### config.mk
export PLATFORM = sky130hd
export DESIGN_NAME = fadc_therm_encoder
export DESIGN_NICKNAME = d
export VERILOG_FILES = /design/src/rtl/fadc_pkg.sv /design/src/rtl/fadc_sample_stage.sv /design/src/rtl/fadc_ones_count.sv /design/src/rtl/fadc_code_format.sv /design/src/rtl/fadc_therm_encoder.sv
export SDC_FILE = /design/constraint.sdc
export NUM_CORES = 1
export LEC_CHECK = 0
export CORE_MARGIN = 10
export CORE_UTILIZATION = 47
export CTS_CLUSTER_SIZE = 25
export DETAILED_ROUTE_END_ITERATION = 8
export GPL_TIMING_DRIVEN = 1
export PLACE_DENSITY = 0.77
export SETUP_SLACK_MARGIN = 0.4
export SYNTH_ARGS = -nofsm -noshare
export SYNTH_HDL_FRONTEND = slang
export SYNTH_SLANG_ARGS = --single-unit
### constraint.sdc
create_clock -name clk_conv -period 4.6 [get_ports clk_conv]
set_clock_uncertainty 0.1 [all_clocks]
set_input_delay 0.92 -clock clk_conv [delete_from_list [all_inputs] [get_ports clk_conv]]
set_output_delay 0.92 -clock clk_conv [all_outputs]
set_load 0.05 [all_outputs]
### src/rtl/fadc_pkg.sv
package fadc_pkg;
    localparam int unsigned FADC_NUM_CMP = 15;
    localparam int unsigned FADC_CODE_W  = 4;
endpackage

### src/rtl/fadc_sample_stage.sv
module fadc_sample_stage #(
    parameter int unsigned NUM_CMP = fadc_pkg::FADC_NUM_CMP
) (
    input  logic               clk_conv,
    input  logic               rst_n,
    input  logic [NUM_CMP-1:0] therm_i,
    output logic [NUM_CMP-1:0] sample_q
);
    always_ff @(posedge clk_conv) begin
        if (!rst_n) begin
            sample_q <= '0;
        end else begin
            sample_q <= therm_i;
        end
    end
endmodule

### src/rtl/fadc_ones_count.sv
module fadc_ones_count #(
    parameter int unsigned NUM_CMP = fadc_pkg::FADC_NUM_CMP,
    parameter int unsigned CODE_W  = fadc_pkg::FADC_CODE_W
) (
    input  logic [NUM_CMP-1:0] word_i,
    output logic [CODE_W-1:0]  count_o
);
    localparam int unsigned SUM_W    = $clog2(NUM_CMP + 1) + 1;
    localparam int unsigned MAX_CODE = (1 << CODE_W) - 1;

    logic [SUM_W-1:0] sum;

    // Counting set bits keeps a single bubble to an error of one code.
    always_comb begin
        sum = '0;
        for (int i = 0; i < NUM_CMP; i++) begin
            sum = sum + {{(SUM_W-1){1'b0}}, word_i[i]};
        end
        if (sum > SUM_W'(MAX_CODE)) begin
            count_o = CODE_W'(MAX_CODE);
        end else begin
            count_o = sum[CODE_W-1:0];
        end
    end
endmodule

### src/rtl/fadc_code_format.sv
module fadc_code_format #(
    parameter int unsigned CODE_W = fadc_pkg::FADC_CODE_W
) (
    input  logic [CODE_W-1:0] count_i,
    input  logic              msb_inv_n,
    input  logic              lsb_inv_n,
    output logic [CODE_W-1:0] code_o
);
    assign code_o[CODE_W-1] = count_i[CODE_W-1] ^ ~msb_inv_n;

    for (genvar b = 0; b < CODE_W - 1; b++) begin : g_low
        assign code_o[b] = count_i[b] ^ ~lsb_inv_n;
    end
endmodule

### src/rtl/fadc_therm_encoder.sv
module fadc_therm_encoder #(
    parameter int unsigned NUM_CMP = fadc_pkg::FADC_NUM_CMP,
    parameter int unsigned CODE_W  = fadc_pkg::FADC_CODE_W
) (
    input  logic               clk_conv,
    input  logic               rst_n,
    input  logic [NUM_CMP-1:0] therm_i,
    input  logic               msb_inv_n,
    input  logic               lsb_inv_n,
    output logic [CODE_W-1:0]  code_o
);
    logic [NUM_CMP-1:0] sample_q;
    logic [CODE_W-1:0]  count_w;
    logic [CODE_W-1:0]  fmt_w;

    fadc_sample_stage #(.NUM_CMP(NUM_CMP)) u_sample (
        .clk_conv (clk_conv),
        .rst_n    (rst_n),
        .therm_i  (therm_i),
        .sample_q (sample_q)
    );

    fadc_ones_count #(.NUM_CMP(NUM_CMP), .CODE_W(CODE_W)) u_count (
        .word_i  (sample_q),
        .count_o (count_w)
    );

    fadc_code_format #(.CODE_W(CODE_W)) u_format (
        .count_i   (count_w),
        .msb_inv_n (msb_inv_n),
        .lsb_inv_n (lsb_inv_n),
        .code_o    (fmt_w)
    );

    always_ff @(posedge clk_conv) begin
        if (!rst_n) begin
            code_o <= '0;
        end else begin
            code_o <= fmt_w;
        end
    end
endmodule

## Word level (Yosys, flattened, before mapping)

Index checks and enable logic that the tools add are counted.

- Bits in read-only memories: 0
- Bits of input ports: 19
- Memories: 0
- Memory bits (writable): 0
- Output and inout bits: 4
- Flip-flop bits (word level): 19
- Bits in latches: 0
- Word-level logic and storage cells: 24

- Reduce and logical (&&, ||, !) cells: 0
- Add/subtract/negate cells: 14
- Equality and inequality tests: 0
- Shift-type cells: 0
- Multiply operators: 0
- Bitwise operators: 6
- Mux-type cells: 1
- Divide/modulo/power cells: 0
- Order comparisons: 1

Operators with widths:

| kind | count |
|---|---|
| $add 5x1->5 | 13 |
| $gt 5x4->1 const B | 1 |
| $mux 4 | 1 |
| $xor 1x1->1 | 4 |
| $add 1x1->2 | 1 |
| $not 1->1 | 2 |

## Longest topological paths before layout

- Word-level depth: 17
- Depth in mapped cells: 14
- Mapped depth without buffers: 14

## By module

A second synthesis with hierarchy kept.

- Cell total of the unflattened synthesis: 83
- Area total of the unflattened synthesis: 897.1 um2

Modules (own cells, without submodules):

| module | cells an instance | seq. area each (um2) | area each (um2) | instances |
|---|---|---|---|---|
| fadc_sample_stage | 31 | 300.3 | 419.2 | 1 |
| fadc_ones_count | 40 | 0.0 | 337.8 | 1 |
| fadc_therm_encoder | 8 | 80.1 | 105.1 | 1 |
| fadc_code_format | 4 | 0.0 | 35.0 | 1 |

## Worst setup path after synthesis

Ideal clock, no wire load.

- Path type: register -> register
- From: reg u_sample.sample_q[0]
- To: reg code_o[0]
- Setup time: 0.115 ns
- Arrival: 3.700 ns
- Clock period less this slack: 3.915 ns
- Required time: 4.385 ns
- Path buffers: 0
- Setup slack: 0.685 ns
- Cell stages (with the launch flop): 14
- Cell sequence: dfxtp_1 -> ha_1 -> inv_1 -> fa_1 -> fa_1 -> fa_1 -> fa_1 -> inv_1 -> ha_1 -> fa_1 -> a21o_1 -> a21oi_1 -> xor2_1 -> and2_1

- Longest elaborated chain between the ends: 17

Ends and longest elaborated chain:

| element | RTL line | text |
|---|---|---|
| start, declared | fadc_sample_stage.sv:7 | `output logic [NUM_CMP-1:0] sample_q` |
| start signal, assigned | fadc_sample_stage.sv:13 | `sample_q <= therm_i;` |
| $add 1x1->2 * | fadc_ones_count.sv:17 | `sum = sum + {{(SUM_W-1){1'b0}}, word_i[i]};` |
| $add 5x1->5 * (13 in a row) | fadc_ones_count.sv:17 |  |
| $gt 5x4->1 | fadc_ones_count.sv:19 | `if (sum > SUM_W'(MAX_CODE)) begin` |
| $mux 4 * | fadc_ones_count.sv:19 |  |
| $xor 1x1->1 * | fadc_code_format.sv:12 | `assign code_o[b] = count_i[b] ^ ~lsb_inv_n;` |
| end signal, assigned | fadc_therm_encoder.sv:39 | `code_o <= fmt_w;` |
| end, declared | fadc_therm_encoder.sv:10 | `output logic [CODE_W-1:0] code_o` |

Every way passes the cells marked *; elsewhere a longest branch is shown, timed or not.
A chain may end at the register's enable or synchronous reset.

## Worst setup path in the final report

Ends and elaborated chain as after synthesis.

==> run_summary.xml <==
<?xml version="1.0" encoding="UTF-8"?>
<metrics>
  <group name="run_status">
    <metric name="status" unit="">completed</metric>
  </group>
  <group name="layout">
    <metric name="area_growth" unit="%">30.5</metric>
    <metric name="finalCoreUtilization" unit="%">63.8</metric>
    <metric name="antenna_cells" unit="">0</metric>
    <metric name="fin_nets" unit="">148</metric>
    <metric name="drive_gt1_share" unit="%">7.08</metric>
  </group>
  <group name="critical_path">
    <metric name="cp_slowest_stage_delay" unit="ns">0.55</metric>
    <metric name="criticalPathCategory" unit="">reg2reg</metric>
    <metric name="worst_setup_path_start_kind" unit="">flip-flop</metric>
    <metric name="critical_path.n_buffers_inverters" unit="">2</metric>
    <metric name="path_cells" unit="">ha_1 -&gt; inv_1 -&gt; fa_1 -&gt; fa_1 -&gt; fa_1 -&gt; fa_1 -&gt; inv_1 -&gt; ha_1 -&gt; fa_2 -&gt; a21o_1 -&gt; a21oi_2 -&gt; xor2_1 -&gt; and2_1</metric>
    <metric name="critical-path-slowest-cell" unit="">fa_1</metric>
    <metric name="cp_common_cell" unit="">fa_1</metric>
    <metric name="crit_family" unit="">adder cells</metric>
    <metric name="cp_data_arrival_time" unit="ns">4.21</metric>
    <metric name="worst_setup_path_end_kind" unit="">flip-flop</metric>
    <metric name="timing.critical_path.fanout_max" unit="">3</metric>
    <metric name="critPathRequiredTime" unit="ns">4.75</metric>
  </group>
  <group name="grt">
    <metric name="overflow" unit="">0</metric>
    <metric name="first_pass_grt_wire_length" unit="um">2640</metric>
    <metric name="vias_in_the_first_global_route" unit="">676</metric>
    <metric name="groute.usage.overall" unit="%">7.80</metric>
    <metric name="grt_antenna_before_repair" unit="">0</metric>
    <metric name="grt_max_degree" unit="">21</metric>
  </group>
  <group name="floorplanning">
    <metric name="die_x" unit="um">64.7</metric>
    <metric name="die_height" unit="um">64.7</metric>
    <metric name="coreArea" unit="mm2">0.00192</metric>
    <metric name="floorplan.rows" unit="">16</metric>
    <metric name="boundaryPins" unit="">23</metric>
    <metric name="starting_density" unit="%">48.9</metric>
    <metric name="die_area" unit="mm2">0.00419</metric>
  </group>
  <group name="sta">
    <metric name="rsz_0062_raised_after_global_routing" unit="">false</metric>
    <metric name="post-route-min-period" unit="ns">4.06</metric>
    <metric name="finalHoldViolCount" unit="">0</metric>
    <metric name="final_max_tran_viols" unit="">0</metric>
    <metric name="timing.final.setup_violations" unit="">0</metric>
    <metric name="total_negative_setup_slack" unit="ns">0</metric>
    <metric name="slew_headroom" unit="%">66.5</metric>
    <metric name="final.period_utilization" unit="%">88.3</metric>
    <metric name="max_freq" unit="GHz">0.246</metric>
    <metric name="worstMarginPinSlew" unit="ns">0.502</metric>
  </group>
  <group name="pwr">
    <metric name="vdd_drop_max" unit="V">0.000248</metric>
    <metric name="design_power_total" unit="uW">535</metric>
    <metric name="power_density" unit="mW/mm2">436</metric>
    <metric name="leakagePower" unit="nW">0.564</metric>
  </group>
  <group name="yosys">
    <metric name="synthesis.nets" unit="">123</metric>
    <metric name="netlist_area" unit="um2">940</metric>
    <metric name="synth_top_cell_by_area" unit="">dfxtp_1</metric>
    <metric name="count_of_cell_types_in_the_netlist" unit="">15</metric>
    <metric name="synth_flop_cell" unit="">dfxtp_1</metric>
    <metric name="synth.yosys.warnings" unit="">0</metric>
    <metric name="synthesis.area_per_instance" unit="um2">10.6</metric>
    <metric name="ys_async_sr_fraction" unit="%">0</metric>
    <metric name="synth.top_cells.by_count" unit="">inv_1, dfxtp_1, and2_1</metric>
    <metric name="synth_sequential_area_ratio" unit="%">40.5</metric>
    <metric name="yosys.cell_count.top_type" unit="">inv_1</metric>
    <metric name="ys_ff_latch" unit="">19</metric>
    <metric name="syn_inst" unit="">89</metric>
    <metric name="synth_top_cell_area_share" unit="%">40.5</metric>
    <metric name="netlist_top_cells_area" unit="">dfxtp_1, fa_1, and2_1, ha_1, inv_1</metric>
    <metric name="synth_enable_flop_cells" unit="">0</metric>
  </group>
  <group name="clock_network">
    <metric name="cts.repair_timing.setup_buffer_count" unit="">0</metric>
    <metric name="tritoncts_num_sinks" unit="">19</metric>
    <metric name="cts_hold_buf" unit="">0</metric>
    <metric name="root_buffer" unit="">clkbuf_4</metric>
    <metric name="clk_pin_slew_worst_setup_hold_paths" unit="ns">0.10</metric>
    <metric name="tritoncts.num_buffers" unit="">3</metric>
    <metric name="clock_tree_from_tritoncts" unit="">done</metric>
    <metric name="clock_insertion_delay_worst_skew" unit="ns">0.29</metric>
    <metric name="cts_repair_resize_count" unit="">0</metric>
    <metric name="clk_buf_depth" unit="">2</metric>
    <metric name="maximum_level_of_the_cts_h_tree" unit="">1</metric>
  </group>
  <group name="routing">
    <metric name="vias_per_cell" unit="">4.49</metric>
    <metric name="drtAntennaViolNets" unit="">0</metric>
    <metric name="vias" unit="">629</metric>
    <metric name="drt-initial-drc-count" unit="">8</metric>
    <metric name="drt_first_pass_iters" unit="">2</metric>
    <metric name="post_detailed_route_drc_marker_count" unit="">0</metric>
    <metric name="avgRoutedWirePerCell" unit="um">10.9</metric>
    <metric name="postRouteWirelength" unit="um">1520</metric>
  </group>
  <group name="placement">
    <metric name="io_buffers" unit="">22</metric>
    <metric name="dpl.hpwl" unit="um">1310</metric>
    <metric name="gp_congestion" unit="">0.728</metric>
  </group>
  <group name="hold_path">
    <metric name="min_path_type" unit="">reg2reg</metric>
  </group>
  <group name="flow_run">
    <metric name="max-cap-violations" unit="">0</metric>
  </group>
</metrics>
==> power breakdown <==
| group | switching [mW] | internal, mW |
|---|---|---|
| combinational | 0.144 | 0.118 |
| sequential | 0.00468 | 0.185 |
| clock | 0.0487 | 0.0338 |
==> cells by family (layout without fill, tap and decap cells) <==
group	count (synthesis)	count (layout)	share of synthesized area [%]
compound gates	7	7	4.93
xor+xnor	4	4	3.73
fa+ha+maj	15	15	27.2
buf+inv	22	46	8.79
flops	19	19	40.5
mux	1	1	1.07
simple gates	21	21	13.8
==> cells in the final DEF (no fill, tap or decap) <==
cell type,netlist,final
nand2_1,1,1
clkdlybuf4s50_1,0,22
mux2i_1,1,1
clkbuf_4,0,3
a21oi_2,0,3
xor2_1,4,4
clkbuf_1,2,1
fa_1,9,8
dfxtp_1,19,19
ha_1,6,6
a31o_2,1,1
fa_2,0,1
nor3b_1,1,1
inv_1,20,20
a21o_1,2,2
nand2b_1,1,1
a211oi_1,1,1
and2_1,18,18
==> area by class of cell <==
| cell class | instances | area (um2) |
|---|---|---|
| timing repair buffer | 22 | 220 |
| inverter | 20 | 75.1 |
| sequential | 19 | 380 |
| multi-input combinational | 48 | 490 |
| tap | 27 | 33.8 |
| fill | 165 | 696 |
| clock buffer | 4 | 26.3 |
==> registers in the layout (all words and copies together) (netlist names) <==
signal,flops
u_sample.sample_q,15
code_o,4
==> layer usage <==
metal,GRT usage [%],wire length (um)
met1,7.61,603
met2,13.7,788
met3,3.44,98
met4,4.01,29
met5,0,0
==> worst register-to-register path, delay by kind of cell (launching register included) <==
family | cells | cell delay, ns
simple gates | 1 | 0.13
xor+xnor | 1 | 0.16
flops | 1 | 0.31
buf+inv | 2 | 0.11
compound gates | 2 | 0.42
fa+ha+maj | 7 | 2.78
==> metrics by stage <==
stage                     area (um2)  cells  setup slack (ns)  hold WS [ns]
final                           1230    140             0.540         0.712
after global routing            1230    140             0.405         0.740
after CTS                       1210    140             0.465         0.703
after detailed placement        1190    136             0.486         0.678
after global placement          1190    136             0.601         0.653
after floorplan                  940     89             0.685         0.594
==> final timing paths <==
| check | startpoint | slack [ns] | end | cells after the start |
|---|---|---|---|---|
| worst min register to register | u_sample.sample_q[3]$_SDFF_PN0_ | 0.71 | code_o[0]$_SDFF_PN0_ | 4 |
| worst max-delay path | u_sample.sample_q[0]$_SDFF_PN0_ | 0.54 | code_o[0]$_SDFF_PN0_ | 13 |
| worst min-delay path | u_sample.sample_q[3]$_SDFF_PN0_ | 0.71 | code_o[0]$_SDFF_PN0_ | 4 |
| worst max register to register | u_sample.sample_q[0]$_SDFF_PN0_ | 0.54 | code_o[0]$_SDFF_PN0_ | 13 |
No activity file was read; power rests on OpenSTA's default activity.
